File: config.mk
export PLATFORM = sky130hd
export DESIGN_NAME = tick_seq
export DESIGN_NICKNAME = d
export VERILOG_FILES = /design/src/rtl/tick_seq.sv
export SDC_FILE = /design/constraint.sdc
export NUM_CORES = 1
export LEC_CHECK = 0
export ABC_AREA = 0
export BUFFER_PORTS_ARGS = -buffer_cell sky130_fd_sc_hd__buf_2
export CORE_MARGIN = 2
export CORE_UTILIZATION = 35
export DETAILED_ROUTE_END_ITERATION = 8
export GPL_TIMING_DRIVEN = 0
export HOLD_SLACK_MARGIN = 0.06
export PLACE_DENSITY_LB_ADDON = 0.15
export REMOVE_ABC_BUFFERS = 1
export SLEW_MARGIN = 20
export SYNTH_ARGS = -nofsm -noshare
export SYNTH_HDL_FRONTEND = slang
export SYNTH_SLANG_ARGS = --single-unit
File: constraint.sdc
create_clock -name clk -period 4.1 [get_ports clk]
set_clock_uncertainty 0.05 [all_clocks]
set_input_delay 0.615 -clock clk [delete_from_list [all_inputs] [get_ports clk]]
set_output_delay 0.615 -clock clk [all_outputs]
set_load 0.01 [all_outputs]
File: src/rtl/tick_seq.sv
module tick_seq #(
  parameter int DW = 16,
  parameter int DEPTH = 16,
  parameter int TW = 24,
  parameter int CW = 16,
  localparam int AW = $clog2(DEPTH)
) (
  input  logic          clk,
  input  logic          rst_n,
  input  logic          wr_en,
  input  logic [DW-1:0] wr_data,
  output logic          full,
  output logic [AW:0]   fill,
  input  logic          run,
  input  logic [TW-1:0] tick_limit,
  input  logic [CW-1:0] cmd_limit,
  output logic [DW-1:0] out_data,
  output logic          out_valid,
  output logic          done,
  output logic          underrun,
  output logic [TW-1:0] tick_cnt,
  output logic [CW-1:0] cmd_cnt
);

  logic [DW-1:0] mem [DEPTH];
  logic [AW:0]   wp, rp;
  logic          run_q;

  wire empty  = (wp == rp);
  assign full = (wp[AW] != rp[AW]) && (wp[AW-1:0] == rp[AW-1:0]);
  assign fill = wp - rp;

  wire push   = wr_en && !full;
  wire start  = run && !run_q;
  wire active = run && run_q && !done;
  wire wrap   = active && (({1'b0, tick_cnt} + 1'b1) >= {1'b0, tick_limit});
  wire last   = (({1'b0, cmd_cnt} + 1'b1) >= {1'b0, cmd_limit});
  wire slot   = start || wrap;
  wire pop    = slot && !empty;

  always_ff @(posedge clk) begin
    if (push) mem[wp[AW-1:0]] <= wr_data;
  end

  always_ff @(posedge clk or negedge rst_n) begin
    if (!rst_n) begin
      wp <= '0;
      rp <= '0;
    end else begin
      if (push) wp <= wp + 1'b1;
      if (pop)  rp <= rp + 1'b1;
    end
  end

  always_ff @(posedge clk or negedge rst_n) begin
    if (!rst_n) begin
      run_q     <= 1'b0;
      tick_cnt  <= '0;
      cmd_cnt   <= '0;
      done      <= 1'b0;
      underrun  <= 1'b0;
      out_valid <= 1'b0;
      out_data  <= '0;
    end else begin
      run_q     <= run;
      out_valid <= pop;
      if (pop) out_data <= mem[rp[AW-1:0]];
      if (!run) begin
        tick_cnt <= '0;
        cmd_cnt  <= '0;
        underrun <= 1'b0;
      end else if (start) begin
        tick_cnt <= '0;
        cmd_cnt  <= CW'(1);
        done     <= (cmd_limit <= CW'(1));
        underrun <= empty;
      end else if (active) begin
        if (wrap) begin
          tick_cnt <= '0;
          cmd_cnt  <= cmd_cnt + 1'b1;
          done     <= last;
          if (empty) underrun <= 1'b1;
        end else begin
          tick_cnt <= tick_cnt + 1'b1;
        end
      end
    end
  end

endmodule

==> run summary <==
Gr busiest metal -> met2
TNS Setup -> 0 ns
Met3 Use GR -> 2.77%
Via count of the first global-routing pass -> 8536
Hold Fails Final Rpt -> 0
Critical path class -> register to register
Gr ovfl total -> 0
Post-synth top area share -> 52.9%
Initial Utilization -> 35.5%
Largest net degree at the start of global routing -> 42
Row cnt -> 74
CTS tree -> done
CP Capture Type -> register
Max Transition Viols Final -> 0
Root buf cell -> clkbuf_16
Final period demand of the worst path -> 3.92 ns
Slew headroom -> 37.6%
Post-synthesis async set-or-reset flop share -> 21.5%
Crit path DAT -> 4.28 ns
Syn Area/Cell -> 16.1 um^2
DRC violations left -> 0
Worst-Margin Slew -> 0.936 ns
CP startpoint -> tick_cnt[1]
Critical R2R Capture -> out_data[11]
FF-to-FF setup slack -> 0.18 ns
First-pass DRT Iterations -> 5
DP Wirelength -> 22900 um
Core area -> 40900 um^2
Layout area overhead -> 21.5%
Req. time, crit path -> 4.46 ns
Die H -> 208 um
Layout cells sized above 1 -> 33.6%
Num ports -> 125
Pwr Density -> 573 nW/um^2
WL per Instance -> 21.5 um
Synthesis Warnings -> 0
Period utilization -> 95.7%
Clk pin slew, worst setup/hold paths -> 0.06 ns
RSZ-0062 raised after global routing -> no
Vias per inst -> 5.09
Setup Viol. Count Final -> 0
Fin worst setup slack -> 0.177 ns
Seq cells post-synth -> 326
LEAKAGE -> 6.80 nW
Die W -> 208 um
Leading register cell type out of synthesis -> edfxtp_1
Synth area leaders -> edfxtp_1, mux4_2, dfrtp_1
Hold_sp -> run
ANT nets after route -> 0
Tightest Hold Check Type -> input pin to register
Dpl cells -> 1545
Dpl ws -> -1.23 ns
Routing usage on met1 -> 21.0%
Hold depth -> 1
M2 GR Usage -> 28.4%
Max Clk Rate -> 0.255 GHz
Cell Count, Final, Fillers Out -> 1635
Clk_lat worst skew -> 0.53 ns
TritonCTS Sinks -> 326
Nets -> 1185
Die area -> 43200 um^2
Global-route wire length before repair -> 53100 um
Sink of the worst hold path -> run_q
Initial antenna violation count -> 2
Worst R2R Start -> tick_cnt[1]
CP Max Fanout -> 6
Post-synthesis sequential area ratio -> 65.0%
Port buffer count -> 124
Worst vdd ir -> 0.362 mV
Gr usage total -> 16.2%
Vias after detailed routing -> 8329
Leading area contributor after synthesis -> edfxtp_1
Outcome -> complete, no violations
Starting DRT DRC Count -> 428
Gpl congestion -> 0.774
Startpoint type of the worst setup path -> register
# Max-Cap Violations -> 0
R2R cell count -> 16
CTS Buffer Depth -> 3
Synthesized cell area -> 14500 um^2
Pwr Total -> 10.1 mW
EDFF count, synth -> 256
Post-Syn Instances -> 901
Total CTS buffers -> 37
H-tree levels -> 2
Final WL -> 35200 um
Distinct cells, synth -> 55
[sequential cells by signal, summed over array words and instances, names as in the netlist]
signal and cells:
cmd_cnt 16, done 1, out_data 16, run_q 1
underrun 1, out_valid 1, wp 5, mem 256
tick_cnt 24, rp 5
[area by class of cell]
type                    count  area, um^2
diodes                      1        2.50
clock buffers              50        1020
clock inverters            18         136
fillers                  3709       23300
inverters                  57         214
multi-input cells         482        4900
flip-flops and latches    326        9450
well taps                 532         666
repair buffers            169        1260
[how the worst max path moves through the flow]
| stage | to | slack (ns) | cells after the start |
|---|---|---|---|
| global placement | mem[6][2] | -4.55 | 6 |
| global route | mem[15][5] | 0.001 | 8 |
| CTS | out_data[11] | 0.002 | 15 |
| detailed placement | out_data[0] | -1.23 | 15 |
| finish | out_data[11] | 0.18 | 16 |
| floorplan | mem[7][0] | -1.41 | 6 |
[kinds of logic (layout without fill, tap and decap cells)]
group                      after synthesis  in the layout  synth area share [%]
xor gates and xnor gates                54             54                  3.26
and+or+nand+nor                        174            174                  5.92
DFF                                    326            326                  65.0
other                                    0              1                     0
AOI/OAI and AO/OA                      104            105                  4.91
buffers and inverters                   94            294                  2.71
muxes                                   97             97                  13.7
adders and majority gates               52             52                  4.53
[power breakdown]
group | switching (mW) | total, mW | internal [mW]
clock network | 1.32 | 3.14 | 1.82
registers | 0.332 | 4.31 | 3.98
logic | 1.26 | 2.66 | 1.40
[stage by stage]
step / instance area (um^2) / utilization, % / hold WS [ns]
4_1_cts: 17500 / 42.7 / 0.242
3_3_place_gp: 15600 / 38.2 / 0.430
3_5_place_dp: 16200 / 39.5 / 0.434
6_report: 17700 / 43.1 / 0.281
2_1_floorplan: 14400 / - / 0.269
5_1_grt: 17600 / 43.1 / 0.258
[metal layers]
| layer | share of wire, % | vias up |
|---|---|---|
| li1 | - | 3843 |
| met5 | 0.037 | - |
| met1 | 43 | 4249 |
| met2 | 51 | 189 |
| met4 | 1.6 | 2 |
| met3 | 4.1 | 46 |
[cells in the final DEF (no fill, tap or decap), drive strengths merged, types with 2 or more instances in the layout]
cell type	instances
xnor2	34
xor2	20
o31ai	2
and3	14
and2	6
o21ai	15
edfxtp	256
a211oi	7
and4	2
nor4	6
a221o	2
ha	51
or4	2
mux2	16
clkinv	16
a31oi	7
clkbuf	51
buf	167
nand4	11
mux4	80
or3b	3
nand3	21
nand2b	4
a21oi	35
nor2b	4
nor2	40
inv	58
nand2	48
a31o	9
a21o	11
nor3	9
a22o	10
dfrtp	70
[repair_timing]
item | CTS | global route
pin swaps | 4 | 1
endpoints found under the hold margin | 29 | 0
gates resized for setup | 9 | 17
setup endpoints to repair | 64 | 62
gates cloned | 1 | 1
hold buffers | 1 | 0
setup buffers | 10 | 8
[synth_stat cells (all sizes together) (2+ instances only)]
cell	count
dfrtp	70
edfxtp	256
nor4	6
nor2	40
a221o	2
a21o	11
nand3	21
a31o	9
nor3	9
a31oi	7
o31ai	2
clkbuf	17
and3	14
nand4	11
ha	51
a211oi	7
a22o	10
inv	57
buf	20
and4	2
a21oi	34
mux4	80
and2	6
nand2b	4
nor2b	4
xor2	20
mux2	16
xnor2	34
nand2	48
or3b	3
o21ai	15
or4	2
[worst max-delay path, cell delays in order, from the launching register on]
cell and delay, ns:
dfrtp_1 0.39, ha_4 0.16, nand4_1 0.16, or4_4 0.49, inv_2 0.09, and3_4 0.22
nand3_2 0.10, xnor2_2 0.17, ha_1 0.30, and3_4 0.19, a221oi_2 0.28, o221ai_2 0.16
a21oi_4 0.24, buf_12 0.16, a31oi_4 0.15, clkbuf_16 0.22, mux2_2 0.27
(Power assumes the default switching activity.)
